--- src/rtl/phy_scan_pkg.sv ---
`timescale 1ns/1ps
// Package: shared types and constants for the PHY address scanner.
// Assumes 16-bit management registers and 5-bit PHY/register addresses.
package phy_scan_pkg;

    localparam int ID_W   = 16;
    localparam int ADDR_W = 5;
    localparam int REG_W  = 5;

    // Identifier registers read for every candidate, in this order.
    localparam logic [REG_W-1:0] REG_ID_HI = 5'd2;
    localparam logic [REG_W-1:0] REG_ID_LO = 5'd3;

    // Words that mark an absent or broken responder.
    localparam logic [ID_W-1:0] WORD_NONE  = '0;
    localparam logic [ID_W-1:0] WORD_FLOAT = '1;
    localparam logic [ID_W-1:0] WORD_MSB   = 16'h8000;

    // Low nibble of the low word is a revision and is ignored for typing.
    localparam logic [ID_W-1:0] REV_MASK = 16'hFFF0;

    typedef enum logic [1:0] {
        KIND_UNKNOWN = 2'd0,
        KIND_SIG_A   = 2'd1,
        KIND_SIG_B   = 2'd2
    } phy_kind_e;

    localparam int NUM_SIG = 2;
    localparam logic [ID_W-1:0] SIG_HI   [NUM_SIG] = '{16'h0016, 16'h0282};
    localparam logic [ID_W-1:0] SIG_LO   [NUM_SIG] = '{16'hF840, 16'h1C50};
    localparam phy_kind_e       SIG_KIND [NUM_SIG] = '{KIND_SIG_A, KIND_SIG_B};

    typedef enum logic [2:0] {
        ST_IDLE  = 3'd0,
        ST_RD_HI = 3'd1,
        ST_RD_LO = 3'd2,
        ST_EVAL  = 3'd3
    } scan_state_e;

endpackage

--- src/rtl/phy_id_judge.sv ---
`timescale 1ns/1ps
// Module: phy_id_judge
// Purely combinational judgement of an identifier pair.
// - plausible: both words are neither all-zero, all-one, nor 0x8000.
// - kind: which known signature (high word equal, low word equal after
//   the revision nibble is masked off) matches, else unknown.
// Assumes kind is only consumed together with plausible.
module phy_id_judge
    import phy_scan_pkg::*;
(
    input  logic [ID_W-1:0] hi_word,
    input  logic [ID_W-1:0] lo_word,
    output logic            plausible,
    output phy_kind_e       kind
);

    logic hi_ok;
    logic lo_ok;
    logic [NUM_SIG-1:0] sig_hit;

    // Range and sentinel screening of each word.
    always_comb begin
        hi_ok = (hi_word != WORD_NONE) && (hi_word != WORD_FLOAT) && (hi_word != WORD_MSB);
        lo_ok = (lo_word != WORD_NONE) && (lo_word != WORD_FLOAT) && (lo_word != WORD_MSB);
        plausible = hi_ok && lo_ok;
    end

    // One comparator pair per known signature.
    for (genvar s = 0; s < NUM_SIG; s++) begin : g_sig
        assign sig_hit[s] = (hi_word == SIG_HI[s]) && ((lo_word & REV_MASK) == SIG_LO[s]);
    end

    // Lowest-numbered matching signature wins.
    always_comb begin
        kind = KIND_UNKNOWN;
        for (int s = NUM_SIG - 1; s >= 0; s--) begin
            if (sig_hit[s]) kind = SIG_KIND[s];
        end
    end

endmodule

--- src/rtl/phy_scan_fsm.sv ---
`timescale 1ns/1ps
// Module: phy_scan_fsm
// Sequences the scan: for each candidate address it issues a read of the
// high identifier register, then the low one, holds both words, and spends
// one evaluation cycle on the verdict from the judge.
// Assumes the frame engine answers each held request with one rsp_done pulse.
module phy_scan_fsm
    import phy_scan_pkg::*;
#(
    parameter int NUM_ADDR = 1 << ADDR_W
) (
    input  logic              clk,
    input  logic              rst_n,
    input  logic              start,
    input  logic              rsp_done,
    input  logic [ID_W-1:0]   rsp_data,
    input  logic              plausible,
    output logic              req_valid,
    output logic [ADDR_W-1:0] req_addr,
    output logic [REG_W-1:0]  req_reg,
    output logic              busy,
    output logic              done,
    output logic              clear,
    output logic              accept,
    output logic [ID_W-1:0]   hi_word,
    output logic [ID_W-1:0]   lo_word
);

    localparam logic [ADDR_W-1:0] LAST_ADDR = ADDR_W'(NUM_ADDR - 1);

    scan_state_e       state_q;
    logic [ADDR_W-1:0] cand_q;
    logic [ID_W-1:0]   hi_q;
    logic [ID_W-1:0]   lo_q;
    logic              done_q;
    logic              last_cand;

    assign last_cand = (cand_q == LAST_ADDR);

    // State, candidate counter, word capture and end-of-scan pulse.
    always_ff @(posedge clk) begin
        if (!rst_n) begin
            state_q <= ST_IDLE;
            cand_q  <= '0;
            hi_q    <= '0;
            lo_q    <= '0;
            done_q  <= 1'b0;
        end else begin
            done_q <= 1'b0;
            unique case (state_q)
                ST_IDLE: begin
                    if (start) begin
                        cand_q  <= '0;
                        state_q <= ST_RD_HI;
                    end
                end
                ST_RD_HI: begin
                    if (rsp_done) begin
                        hi_q    <= rsp_data;
                        state_q <= ST_RD_LO;
                    end
                end
                ST_RD_LO: begin
                    if (rsp_done) begin
                        lo_q    <= rsp_data;
                        state_q <= ST_EVAL;
                    end
                end
                ST_EVAL: begin
                    if (plausible || last_cand) begin
                        state_q <= ST_IDLE;
                        done_q  <= 1'b1;
                    end else begin
                        cand_q  <= cand_q + 1'b1;
                        state_q <= ST_RD_HI;
                    end
                end
                default: state_q <= ST_IDLE;
            endcase
        end
    end

    // Request port and strobes toward the result holder.
    always_comb begin
        req_valid = (state_q == ST_RD_HI) || (state_q == ST_RD_LO);
        req_addr  = cand_q;
        req_reg   = (state_q == ST_RD_LO) ? REG_ID_LO : REG_ID_HI;
        busy      = (state_q != ST_IDLE);
        clear     = (state_q == ST_IDLE) && start;
        accept    = (state_q == ST_EVAL) && plausible;
        done      = done_q;
        hi_word   = hi_q;
        lo_word   = lo_q;
    end

    // an unanswered request keeps its address and register.
    a_r10_req_held: assert property (@(posedge clk) disable iff (!rst_n)
        (req_valid && !rsp_done) |=> (req_valid && $stable(req_addr) && $stable(req_reg)));

    // during a scan the candidate never moves downward.
    a_r1_addr_ascending: assert property (@(posedge clk) disable iff (!rst_n)
        (busy && $past(busy)) |-> (req_addr >= $past(req_addr)));

    // the end-of-scan pulse lasts one clock.
    a_r8_done_single: assert property (@(posedge clk) disable iff (!rst_n)
        done |=> !done);

    // when done is high the scanner is already free for a new start.
    a_r9_done_not_busy: assert property (@(posedge clk) disable iff (!rst_n)
        done |-> !busy);

endmodule

--- src/rtl/phy_scan_result.sv ---
`timescale 1ns/1ps
// Module: phy_scan_result
// Holds the visible scan outcome. Cleared when a scan is accepted, loaded
// once when a plausible candidate is accepted, otherwise held.
// Assumes clear and load never coincide (they come from different states).
module phy_scan_result
    import phy_scan_pkg::*;
(
    input  logic              clk,
    input  logic              rst_n,
    input  logic              clear,
    input  logic              load,
    input  logic              done,
    input  logic [ADDR_W-1:0] cand_addr,
    input  logic [ID_W-1:0]   hi_word,
    input  logic [ID_W-1:0]   lo_word,
    input  phy_kind_e         kind_in,
    output logic              found,
    output logic [ADDR_W-1:0] phy_addr,
    output logic [ID_W-1:0]   id_hi,
    output logic [ID_W-1:0]   id_lo,
    output phy_kind_e         phy_kind
);

    // Result registers: reset/clear to zero, load on acceptance.
    always_ff @(posedge clk) begin
        if (!rst_n || clear) begin
            found    <= 1'b0;
            phy_addr <= '0;
            id_hi    <= '0;
            id_lo    <= '0;
            phy_kind <= KIND_UNKNOWN;
        end else if (load) begin
            found    <= 1'b1;
            phy_addr <= cand_addr;
            id_hi    <= hi_word;
            id_lo    <= lo_word;
            phy_kind <= kind_in;
        end
    end

    // a reported PHY never carries an all-zero or all-one word.
    a_r3_found_words_in_range: assert property (@(posedge clk) disable iff (!rst_n)
        found |-> (id_hi != WORD_NONE && id_hi != WORD_FLOAT &&
                   id_lo != WORD_NONE && id_lo != WORD_FLOAT));

    // a reported PHY never carries the 0x8000 sentinel.
    a_r4_found_no_sentinel: assert property (@(posedge clk) disable iff (!rst_n)
        found |-> (id_hi != WORD_MSB && id_lo != WORD_MSB));

    // no kind is reported without a found PHY.
    a_r7_kind_needs_found: assert property (@(posedge clk) disable iff (!rst_n)
        !found |-> (phy_kind == KIND_UNKNOWN));

    // results appear together with the end-of-scan pulse.
    a_r8_found_with_done: assert property (@(posedge clk) disable iff (!rst_n)
        $rose(found) |-> done);

endmodule

--- src/rtl/phy_probe_scan.sv ---
`timescale 1ns/1ps
// Module: phy_probe_scan (top)
// Scans management addresses for the first PHY with a plausible identifier
// pair, reports its address, identifiers and a signature kind.
// Assumes an MDIO frame engine behind req_*/rsp_* handling serial timing.
module phy_probe_scan
    import phy_scan_pkg::*;
(
    input  logic        clk,
    input  logic        rst_n,
    input  logic        start,
    output logic        req_valid,
    output logic [4:0]  req_addr,
    output logic [4:0]  req_reg,
    input  logic        rsp_done,
    input  logic [15:0] rsp_data,
    output logic        busy,
    output logic        done,
    output logic        found,
    output logic [4:0]  phy_addr,
    output logic [15:0] id_hi,
    output logic [15:0] id_lo,
    output logic [1:0]  phy_kind
);

    logic            clear;
    logic            accept;
    logic            plausible;
    logic [ID_W-1:0] hi_word;
    logic [ID_W-1:0] lo_word;
    phy_kind_e       kind_w;
    phy_kind_e       kind_q;

    phy_scan_fsm #(
        .NUM_ADDR (1 << ADDR_W)
    ) u_fsm (
        .clk       (clk),
        .rst_n     (rst_n),
        .start     (start),
        .rsp_done  (rsp_done),
        .rsp_data  (rsp_data),
        .plausible (plausible),
        .req_valid (req_valid),
        .req_addr  (req_addr),
        .req_reg   (req_reg),
        .busy      (busy),
        .done      (done),
        .clear     (clear),
        .accept    (accept),
        .hi_word   (hi_word),
        .lo_word   (lo_word)
    );

    phy_id_judge u_judge (
        .hi_word   (hi_word),
        .lo_word   (lo_word),
        .plausible (plausible),
        .kind      (kind_w)
    );

    phy_scan_result u_result (
        .clk       (clk),
        .rst_n     (rst_n),
        .clear     (clear),
        .load      (accept),
        .done      (done),
        .cand_addr (req_addr),
        .hi_word   (hi_word),
        .lo_word   (lo_word),
        .kind_in   (kind_w),
        .found     (found),
        .phy_addr  (phy_addr),
        .id_hi     (id_hi),
        .id_lo     (id_lo),
        .phy_kind  (kind_q)
    );

    assign phy_kind = kind_q;

endmodule

--- config.mk ---
export PLATFORM = sky130hd
export DESIGN_NAME = phy_probe_scan
export DESIGN_NICKNAME = d
export VERILOG_FILES = /design/src/rtl/phy_scan_pkg.sv /design/src/rtl/phy_id_judge.sv /design/src/rtl/phy_scan_fsm.sv /design/src/rtl/phy_scan_result.sv /design/src/rtl/phy_probe_scan.sv
export SDC_FILE = /design/constraint.sdc
export NUM_CORES = 1
export LEC_CHECK = 0
export BUFFER_PORTS_ARGS = -buffer_cell sky130_fd_sc_hd__clkbuf_2
export CAP_MARGIN = 20
export CORE_ASPECT_RATIO = 2
export CORE_MARGIN = 2
export CORE_UTILIZATION = 40
export DETAILED_ROUTE_END_ITERATION = 12
export PLACE_DENSITY = 0.71
export SLEW_MARGIN = 20
export SYNTH_ARGS = -nofsm -noshare
export SYNTH_HDL_FRONTEND = slang
export SYNTH_SLANG_ARGS = --single-unit
export TNS_END_PERCENT = 30
--- constraint.sdc ---
create_clock -name clk -period 1.93 [get_ports clk]
set_clock_uncertainty 0.05 [all_clocks]
set_input_delay 0.0965 -clock clk [delete_from_list [all_inputs] [get_ports clk]]
set_output_delay 0.0965 -clock clk [all_outputs]
set_load 0.1 [all_outputs]
==> results of run 1 <==
## how the worst max path moves through the flow
stage	slack, ns	depth (start not counted)	end	startpoint
2_1_floorplan	-0.13	7	u_result.phy_addr[4]	u_fsm.hi_word[8]
3_3_place_gp	-0.18	7	u_result.id_hi[11]	u_fsm.hi_word[8]
6_report	-0.23	7	u_result.id_lo[0]	u_fsm.hi_word[8]
3_5_place_dp	-0.25	7	u_result.id_hi[10]	u_fsm.hi_word[8]
4_1_cts	-0.24	7	u_result.id_hi[1]	u_fsm.hi_word[8]
5_1_grt	-0.30	7	u_result.id_lo[5]	u_fsm.hi_word[8]
## flip-flops by register name (all words and copies together), names as in the netlist, 2 cells and up
signal,cells
u_fsm.lo_word,16
u_fsm.hi_word,16
u_fsm.req_addr,5
u_fsm.state_q,2
u_result.phy_addr,5
u_result.id_hi,16
u_result.id_lo,16
u_result.phy_kind,2
## layer usage
layer	wire, microns	GRT usage	up-vias
met5	0	0	-
met4	353	0.119	0
met3	253	0.0265	23
met2	5130	0.377	70
met1	3180	0.220	1444
li1	-	-	1477
## cell type report
type	count	area (sq um)	share of cell area
tap	96	120	0.0269
clock inverter	6	92.6	0.0207
timing repair buffer	122	832	0.186
clock buffer	10	239	0.0535
multi-input combinational	262	1550	0.347
inverter	7	26.3	0.00588
sequential	80	1610	0.360
## cell usage in the layout (no fill, tap or decap), types with 3 or more instances in the layout
| cell | count |
|---|---|
| nor4_1 | 4 |
| dfxtp_1 | 75 |
| ha_1 | 5 |
| dlygate4sd3_1 | 16 |
| inv_1 | 6 |
| dfxtp_2 | 5 |
| a21oi_1 | 34 |
| clkbuf_16 | 10 |
| nand3_1 | 5 |
| or3_1 | 3 |
| nand2_1 | 76 |
| buf_4 | 34 |
| a31oi_1 | 3 |
| conb_1 | 4 |
| mux2i_1 | 41 |
| nor2_1 | 45 |
| nand4_1 | 11 |
| clkbuf_2 | 68 |
## worst max-delay path, stage by stage (launching register included)
cell	delay [ns]
dfxtp_2	0.31
or3_4	0.38
or3_4	0.34
o32a_4	0.35
nand3_4	0.15
buf_12	0.18
mux2i_1	0.21
nor2_1	0.05
## cell families (layout without fill, tap and decap cells)
family	count (synthesis)	count (layout)	share of synthesized area
flip-flops	80	80	0.489
other	2	4	0.00229
buffers and inverters	31	145	0.0496
multiplexers	41	41	0.125
AND/OR/NAND/NOR	164	164	0.225
adder cells (fa/ha/maj)	6	6	0.0229
AO/OA/AOI/OAI	47	47	0.0859
## where the power goes
group / internal, W / switching, W / total (W)
registers: 0.00176 / 0.000102 / 0.00186
logic: 0.000548 / 0.00101 / 0.00156
clock network: 0.00117 / 0.000677 / 0.00185
## through the flow
stage	area [sq um]	power, W
after floorplan	3290	0.00298
after global placement	3910	0.00336
after detailed placement	3910	0.00340
after CTS	4420	0.00529
after global routing	4470	0.00549
final	4470	0.00527
## repair_timing
item                                    CTS  global route
endpoints found under the hold margin    29             0
pin swaps                                 2             3
endpoints found under the setup margin   46            47
gates cloned                              0             1
gates resized for setup                   3             6
hold buffers                             16             0
setup buffers                             0             1
==> tab_implementation.tex, run 1 <==
\begin{tabular}{lr}
\hline
Metric & Value \\
\hline
\multicolumn{2}{l}{\textbf{Drt}} \\
Via-per-instance ratio & just over 5 \\
ANT nets after route & 0 \\
Detailed-route wire length & between 8 and 9 mm \\
Post-route DRC & 0 \\
Drt wl/cell & between 15 and 20 microns \\
Number of vias after detailed routing & 3014 \\
DR pass1 iterations & 4 \\
Number of DRC markers in iteration 0 & roughly 110 \\
\multicolumn{2}{l}{\textbf{Logic synthesis}} \\
Synthesized cell area & $\sim$3300 sq um \\
Synthesis Warnings & 0 \\
Most numerous cell in the Yosys netlist & dfxtp\_1 \\
Cells taking the most area after synthesis & dfxtp\_1 (49\%), mux2i\_1 (13\%), nand2\_1 (8.7\%) \\
Async SR Flop Fraction & 0 \\
Fraction of the yosys area taken by sequential cells & 0.489 \\
Gate count after technology mapping & $\sim$370 \\
Most used standard cells in the synthesized netlist & dfxtp\_1 (80), nand2\_1 (76), nor2\_1 (45) \\
Top FF cell, synth & dfxtp\_1 \\
Number of distinct library cell variants in the gate-level netlist after synthesis & 37 \\
Seq cells post-synth & 80 \\
Synth area leader & dfxtp\_1 \\
Number of synthesized flops with an enable pin & 0 \\
Post-synthesis average cell area & 8.83 sq um \\
Top cell type's share of synthesized area & 0.489 \\
\multicolumn{2}{l}{\textbf{CTS}} \\
CTS H-tree lvls & 3 \\
Worst-case clock buffer depth & 2 \\
Cts bufs inserted & 9 \\
Clock latency on the worst-skew pair & between 0.3 and 0.4 ns \\
Clock root buffer & clkbuf\_16 \\
CTS sink count & 80 \\
CTS tree & done \\
Clock transition at the registers of the reported paths & 0.06 ns \\
\multicolumn{2}{l}{\textbf{Timing}} \\
Transition time at the pin with the least slew margin & around 0.54 ns \\
Setup WS post-layout & -0.228 ns \\
Tmin final & approximately 2.2 ns \\
Count of final hold-check violations & 0 \\
Max\_slew headroom & 0.638 \\
Max Freq & $\sim$460 MHz \\
Worst hold margin & roughly 0.086 ns \\
Setup repair after global routing missed its margin & yes \\
Portion of the clock cycle consumed by the worst path in the final layout & 1.12 \\
Setup Total Neg Slack & -8.63 ns \\
Endpoints failing setup & between 40 and 50 \\
Final count of pins violating max slew & 0 \\
\multicolumn{2}{l}{\textbf{Setup path}} \\
Register-to-Register Setup Slack & -0.23 ns \\
R2r endpoint & u\_result.id\_lo[0] \\
Startpoint type of the worst setup path & register \\
Data arrival time of the critical path & roughly 2.3 ns \\
Crit path capture type & register \\
Largest fanout on the critical path & 16 \\
Worst Path Required & roughly 2.1 ns \\
Category of the critical setup timing path & reg -> reg \\
Number of cell instances on the worst register-to-register path & 7 \\
Origin of the critical flop-to-flop path & u\_fsm.hi\_word[8] \\
\multicolumn{2}{l}{\textbf{Final layout}} \\
Fin util & 0.562 \\
Net count of the finished layout & between 500 and 600 \\
Post-route non-filler standard cell count & $\sim$580 \\
ANT cells & 0 \\
Fraction of final layout cells sized beyond drive strength 1 & 0.281 \\
Filler cell count in the final layout & about 750 \\
Synthesis-to-layout area growth & 36.3\% \\
\multicolumn{2}{l}{\textbf{Power and ir drop}} \\
Leakage component of the power & 2.14 nW \\
Power density over the cells & $\sim$1200 nW/um\^{}2 \\
VDD IR max & 839 uV \\
\multicolumn{2}{l}{\textbf{Floorplanning}} \\
Number of top-level design ports & 73 \\
Overall die width & about 68 microns \\
Placement Rows & 46 \\
Standard cell core area & 7940 sq um \\
Die Height & 132 microns \\
Initial core utilization & 0.413 \\
Die area & 8980 sq um \\
\multicolumn{2}{l}{\textbf{Hold path}} \\
Worst hold path depth & 3 \\
Type of the worst min-delay path & in -> reg \\
Hold path endpoint & u\_fsm.done \\
Hold path startpoint & rst\_n \\
\multicolumn{2}{l}{\textbf{GRT}} \\
Total overflow reported by the global router & 0 \\
First-pass GRT wire length & roughly 14 mm \\
Via count of the first global-routing pass & roughly 3.0k \\
Pin count of the biggest net entering global routing & 39 \\
Global-route usage over all layers & 0.209 \\
Number of antenna violations at the first check in global routing & 0 \\
\multicolumn{2}{l}{\textbf{Placement}} \\
Buffers added on ports & 68 \\
Number of cells in the design after placement & about 550 \\
Detailed placement HPWL & between 6 and 7 mm \\
Placer Congestion & roughly 0.86 \\
Pre-CTS WS & -0.253 ns \\
\multicolumn{2}{l}{\textbf{Outcome}} \\
Violations in the final reports & negative setup slack \\
Outcome & finished with violations \\
\multicolumn{2}{l}{\textbf{Job}} \\
Number of violations of the max-capacitance limit & 0 \\
\hline
\end{tabular}
Power figures use the tool's default switching activity.
==> run 2: changes to the inputs <==
- CTS_BUF_LIST: unset -> sky130_fd_sc_hd__clkbuf_4
==> run 2 against run 1 <==
Register-to-register slack hardly changed; clock power decreased by 39%; critical path depth unchanged; sequential cell count unchanged; worst hold slack gained 0.041 ns; non-clock buffer count up 2; maximum frequency shrank 0.11%; the flow still finishes with violations (negative setup slack); count of clock-buffer cells in the layout shrank 1; sequential power about the same; core utilization fell by 1.8 points.
==> tab_implementation.tex, run 2 (same netlist as run 1, synthesis figures left out) <==
\begin{tabular}{lr}
\hline
Metric & Value \\
\hline
\multicolumn{2}{l}{\textbf{Outcome}} \\
Outcome & finished with violations \\
Violations in the final reports & negative setup slack \\
\multicolumn{2}{l}{\textbf{GRT}} \\
Via count of the first global-routing pass & between 2k and 3k \\
Total overflow reported by the global router & 0 \\
Global-route usage over all layers & 0.207 \\
Number of antenna violations at the first check in global routing & 1 \\
First-pass GRT wire length & 14.0 mm \\
Pin count of the biggest net entering global routing & 39 \\
\multicolumn{2}{l}{\textbf{CTS}} \\
CTS H-tree lvls & 3 \\
Clock latency on the worst-skew pair & 0.44 ns \\
CTS tree & done \\
Clock transition at the registers of the reported paths & around 0.12 ns \\
Cts bufs inserted & 9 \\
Clock root buffer & clkbuf\_4 \\
CTS sink count & 80 \\
Worst-case clock buffer depth & 2 \\
\multicolumn{2}{l}{\textbf{Placement}} \\
Buffers added on ports & 68 \\
Detailed placement HPWL & about 6.5 mm \\
Placer Congestion & roughly 0.86 \\
\multicolumn{2}{l}{\textbf{Setup path}} \\
Worst Path Required & between 2 and 2.5 ns \\
Data arrival time of the critical path & roughly 2.4 ns \\
Cell with the biggest individual delay on the critical path & or3\_4 \\
Category of the critical setup timing path & reg -> reg \\
Number of cell instances on the worst register-to-register path & 7 \\
Crit path capture type & register \\
Startpoint type of the worst setup path & register \\
Series of cell instances along the critical path & or3\_4, or3\_4, o32a\_4, nand3\_4, buf\_12, mux2i\_1, nor2\_1 \\
Max incr delay on CP & about 0.38 ns \\
Largest fanout on the critical path & 16 \\
Most repeated library cell on the critical path & or3\_4 \\
\multicolumn{2}{l}{\textbf{Timing}} \\
Transition time at the pin with the least slew margin & 0.550 ns \\
Endpoints failing setup & between 40 and 50 \\
Count of final hold-check violations & 0 \\
Setup repair after global routing missed its margin & yes \\
Setup WS post-layout & -0.230 ns \\
Portion of the clock cycle consumed by the worst path in the final layout & 1.12 \\
Max Freq & between 400 and 500 MHz \\
Tmin final & between 2 and 2.5 ns \\
Final count of pins violating max slew & 0 \\
Max\_slew headroom & 0.635 \\
\multicolumn{2}{l}{\textbf{Drt}} \\
Via-per-instance ratio & around 5 \\
Number of DRC markers in iteration 0 & 92 \\
Drt wl/cell & 15.0 microns \\
Post-route DRC & 0 \\
Detailed-route wire length & 8.78 mm \\
Number of vias after detailed routing & 2993 \\
DR pass1 iterations & 4 \\
ANT nets after route & 0 \\
\multicolumn{2}{l}{\textbf{Final layout}} \\
Filler cell count in the final layout & between 700 and 800 \\
Fraction of final layout cells sized beyond drive strength 1 & 0.278 \\
Fin util & 0.544 \\
Area occupied by multi-input gates & approximately 1500 sq um \\
Synthesis-to-layout area growth & 31.9\% \\
Most frequent cells in the layout & nand2\_1 (76), dfxtp\_1 (75), clkbuf\_2 (66), nor2\_1 (45), mux2i\_1 (41) \\
Most common cell after layout, fill and taps aside & nand2\_1 \\
Area occupied by registers & 1610 sq um \\
Net count of the finished layout & 510 \\
\multicolumn{2}{l}{\textbf{Floorplanning}} \\
Die Height & roughly 130 microns \\
Die area & around 9000 sq um \\
Initial core utilization & 0.413 \\
Overall die width & between 60 and 70 microns \\
Number of top-level design ports & 73 \\
Standard cell core area & between 7000 and 8000 sq um \\
Placement Rows & 46 \\
\multicolumn{2}{l}{\textbf{Power and ir drop}} \\
Fraction of power spent switching nets & 0.376 \\
Internal & between 0.002 and 0.003 W \\
VDD IR max & approximately 500 uV \\
Overall Power & between 0.004 and 0.005 W \\
Proportion of power drawn by flip-flops and latches & 0.408 \\
Power density over the cells & between 1000 and 1500 nW/um\^{}2 \\
Clock network power share & 0.247 \\
Leakage component of the power & between 2 and 2.5 nW \\
Reported net switching power & approximately 0.0017 W \\
Combinational share of power & 0.345 \\
\multicolumn{2}{l}{\textbf{Hold path}} \\
Type of the worst min-delay path & in -> reg \\
Worst hold path depth & 4 \\
\multicolumn{2}{l}{\textbf{Job}} \\
Number of violations of the max-capacitance limit & 0 \\
\hline
\end{tabular}
==> run 2: final cells by class <==
type / instances / area share
Clock buffer: 9 / 0.0156
Antenna cell: 1 / 0.000579
Clock inverter: 7 / 0.0223
Multi-Input combinational cell: 262 / 0.358
Sequential cell: 80 / 0.372
Timing Repair Buffer: 124 / 0.198
Tap cell: 96 / 0.0278
Inverter: 7 / 0.00608
==> run 2: routing by layer <==
layer  part of all wire  global-route usage
met1               0.36               0.214
met2               0.57               0.368
met3              0.035              0.0436
met4              0.035               0.108
met5                  0                   0
==> run 2: final timing paths <==
check	from	endpoint	slack [ns]
setup reg to reg	u_fsm.hi_word[8]	u_result.id_lo[0]	-0.23
hold reg to reg	u_result.found	u_result.found	0.40
hold / removal	rsp_done	u_fsm.state_q[1]	0.13
setup / recovery	u_fsm.hi_word[8]	u_result.id_lo[0]	-0.23
==> run 2: timing repair <==
action	4_1_cts	5_1_grt
setup endpoints to repair	47	48
pin swaps	2	3
resized for setup	4	7
gates cloned	0	1
buffers inserted	0	1
hold buffers	18	0
endpoints found under the hold margin	38	0
==> run 2: critical path: cells and delay by family, from the launching register on <==
family | cells | cell delay [ns]
AND/OR/NAND/NOR | 4 | 0.92
AO/OA/AOI/OAI | 1 | 0.35
flip-flops | 1 | 0.34
multiplexers | 1 | 0.21
buffers and inverters | 1 | 0.18
==> run 2: power by group through the flow <==
stage / sequential, W / clock (W) / combinational, W
2_1_floorplan: 0.00190 / 0 / 0.00108
3_3_place_gp: 0.00189 / 0 / 0.00148
3_5_place_dp: 0.00189 / 0 / 0.00151
6_report: 0.00186 / 0.00112 / 0.00157
5_1_grt: 0.00188 / 0.00120 / 0.00171
4_1_cts: 0.00186 / 0.00114 / 0.00156
==> run 2: metrics by stage <==
stage          instances  setup TNS [ns]  instance area [sq um]  hold WS, ns  setup WS [ns]
2_1_floorplan        373           -4.92                   3290        0.175         -0.130
3_3_place_gp         549           -6.18                   3910        0.294         -0.183
3_5_place_dp         549           -8.95                   3910        0.296         -0.253
4_1_cts              583           -8.37                   4270        0.106         -0.238
5_1_grt              586          -11.87                   4320        0.172         -0.317
6_report             586           -8.61                   4320        0.127         -0.230
==> run 3: changes to the inputs <==
- CELL_PAD_IN_SITES_DETAIL_PLACEMENT: unset -> 0
- CELL_PAD_IN_SITES_GLOBAL_PLACEMENT: unset -> 1
- CORE_UTILIZATION: 40 -> 37
- PLACE_DENSITY: 0.71 -> 0.84
==> run 3 against run 2 <==
The run still ends with negative setup slack left; critical path depth grew 1; register-to-register slack lost 0.06 ns; clock power shrank 4%; via count grew 0.10%; largest power group unchanged; first-iteration DRC count grew 3.3%; count of clock-buffer cells in the layout is the same; non-clock buffer count is the same; global-route usage shrank 1.9 points; sequential share of layout area shrank 0.12 points; final area grew 0.32%; sequential power is essentially flat; worst hold slack lost 0.10 ns.
==> tab_implementation.tex, run 3 (same netlist as run 1, synthesis figures left out) <==
\begin{tabular}{lr}
\hline
Metric & Value \\
\hline
\multicolumn{2}{l}{\textbf{Floorplanning}} \\
Overall die width & $\sim$71 microns \\
Die area & between 9000 and 10000 sq um \\
Standard cell core area & 8650 sq um \\
Die Height & about 140 microns \\
Placement Rows & 48 \\
Initial core utilization & 0.379 \\
Number of top-level design ports & 73 \\
\multicolumn{2}{l}{\textbf{Setup path}} \\
Cell with the biggest individual delay on the critical path & or3\_4 \\
Startpoint type of the worst setup path & register \\
Largest fanout on the critical path & 9 \\
Most repeated library cell on the critical path & or3\_4 \\
Category of the critical setup timing path & reg -> reg \\
Worst Path Required & roughly 2.2 ns \\
Crit path capture type & register \\
Data arrival time of the critical path & $\sim$2.5 ns \\
Bufs and invs on worst path & 2 \\
Series of cell instances along the critical path & or3\_4, or3\_4, o32a\_4, nand3\_4, buf\_12, clkbuf\_16, mux2i\_1, nor2\_1 \\
Max incr delay on CP & 0.37 ns \\
Number of cell instances on the worst register-to-register path & 8 \\
Largest delay share family, worst path & simple AND/OR/NAND/NOR gates \\
Critical path depth & 8 \\
\multicolumn{2}{l}{\textbf{Final layout}} \\
Most frequent cells in the layout & nand2\_1 (76), dfxtp\_1 (75), clkbuf\_2 (67), nor2\_1 (45), mux2i\_1 (40) \\
Most common cell after layout, fill and taps aside & nand2\_1 \\
Post-route non-filler standard cell count & approximately 590 \\
Synthesis-to-layout area growth & 32.3\% \\
Fraction of final layout cells sized beyond drive strength 1 & 0.279 \\
Net count of the finished layout & between 500 and 600 \\
Filler cell count in the final layout & 859 \\
Fin util & 0.501 \\
\multicolumn{2}{l}{\textbf{Timing}} \\
Max Freq & 450 MHz \\
Endpoints failing setup & 46 \\
Count of final hold-check violations & 0 \\
Max\_slew headroom & 0.634 \\
Setup WS post-layout & -0.295 ns \\
Setup Total Neg Slack & -9.29 ns \\
Tmin final & between 2 and 2.5 ns \\
Transition time at the pin with the least slew margin & 0.552 ns \\
Final count of pins violating max slew & 0 \\
Portion of the clock cycle consumed by the worst path in the final layout & 1.15 \\
Setup repair after global routing missed its margin & yes \\
\multicolumn{2}{l}{\textbf{Power and ir drop}} \\
Overall Power & about 0.0045 W \\
VDD IR max & approximately 520 uV \\
Leakage component of the power & about 2.1 nW \\
Power density over the cells & 1040 nW/um\^{}2 \\
\multicolumn{2}{l}{\textbf{Outcome}} \\
Violations in the final reports & negative setup slack \\
Outcome & finished with violations \\
\multicolumn{2}{l}{\textbf{Placement}} \\
Buffers added on ports & 68 \\
Number of cells in the design after placement & 553 \\
Detailed placement HPWL & slightly below 7 mm \\
Placer Congestion & around 0.84 \\
\multicolumn{2}{l}{\textbf{Drt}} \\
Post-route DRC & 0 \\
DR pass1 iterations & 4 \\
Via-per-instance ratio & 5.09 \\
Number of vias after detailed routing & $\sim$3.0k \\
Number of DRC markers in iteration 0 & 95 \\
ANT nets after route & 0 \\
Drt wl/cell & 15.3 microns \\
Detailed-route wire length & roughly 9.0 mm \\
\multicolumn{2}{l}{\textbf{CTS}} \\
CTS sink count & 80 \\
Clock transition at the registers of the reported paths & 0.13 ns \\
Cts bufs inserted & 9 \\
Clock latency on the worst-skew pair & between 0.4 and 0.5 ns \\
Worst-case clock buffer depth & 2 \\
CTS H-tree lvls & 3 \\
Clock root buffer & clkbuf\_4 \\
CTS tree & done \\
\multicolumn{2}{l}{\textbf{Job}} \\
Number of violations of the max-capacitance limit & 0 \\
\multicolumn{2}{l}{\textbf{GRT}} \\
Global-route usage over all layers & 0.188 \\
Via count of the first global-routing pass & around 3.0k \\
Number of antenna violations at the first check in global routing & 1 \\
Pin count of the biggest net entering global routing & 39 \\
Total overflow reported by the global router & 0 \\
First-pass GRT wire length & between 10 and 15 mm \\
\multicolumn{2}{l}{\textbf{Hold path}} \\
Type of the worst min-delay path & in -> reg \\
Worst hold path depth & 4 \\
\hline
\end{tabular}
run 3: tightest hold or removal path: stages:
cell and delay [ns]:
clkbuf_2 0.10, nand2_1 0.10, nand4_1 0.13, o21ai_2 0.05
run 3: metrics by stage:
stage                     hold slack, ns  setup slack (ns)  instance area (sq um)
final                             0.0228            -0.295                   4340
after global routing              0.0174            -0.337                   4340
after CTS                        0.00713            -0.222                   4260
after detailed placement           0.299            -0.213                   3920
after global placement             0.303            -0.146                   3920
after floorplan                    0.175            -0.130                   3290
run 3: worst paths after layout:
check                   startpoint                   end  slack [ns]
hold reg to reg     u_result.found        u_result.found        0.40
hold / removal               start  u_result.phy_kind[0]        0.02
setup reg to reg  u_fsm.hi_word[8]     u_result.id_hi[3]       -0.29
setup / recovery  u_fsm.hi_word[8]     u_result.id_hi[3]       -0.29
run 3: report_power, final:
group / internal (W) / switching (W) / leakage (nW)
registers: 0.00176 / 0.0000966 / 0.648
clock network: 0.000514 / 0.000569 / 0.0794
logic: 0.000558 / 0.00103 / 1.34
total: 0.00283 / 0.00170 / 2.07
run 3: repair_timing:
action / in CTS / in global routing
setup endpoints to repair: 47 / 46
gates cloned: 0 / 1
buffers inserted: 1 / 1
pin swaps: 1 / 3
hold buffers: 17 / 0
hold endpoints to repair: 37 / 0
resized for setup: 5 / 9
run 3: layer usage:
metal | track usage | part of all wire | up-vias | wire length (microns)
met4 | 0.0891 | 0.027 | 0 | 244
met2 | 0.373 | 0.59 | 71 | 5280
met5 | 0 | 0 | - | 0
met1 | 0.178 | 0.35 | 1425 | 3170
met3 | 0.0376 | 0.032 | 15 | 290
li1 | - | - | 1485 | -
run 3: area by class of cell:
class,count,area [sq um],share of cell area
sequential,80,1610,0.371
multi-input combinational,262,1550,0.357
timing repair buffer,124,872,0.201
tap,100,125,0.0289
clock inverter,6,85.1,0.0196
clock buffer,9,67.6,0.0156
inverter,7,26.3,0.00606
antenna,1,2.50,0.000577
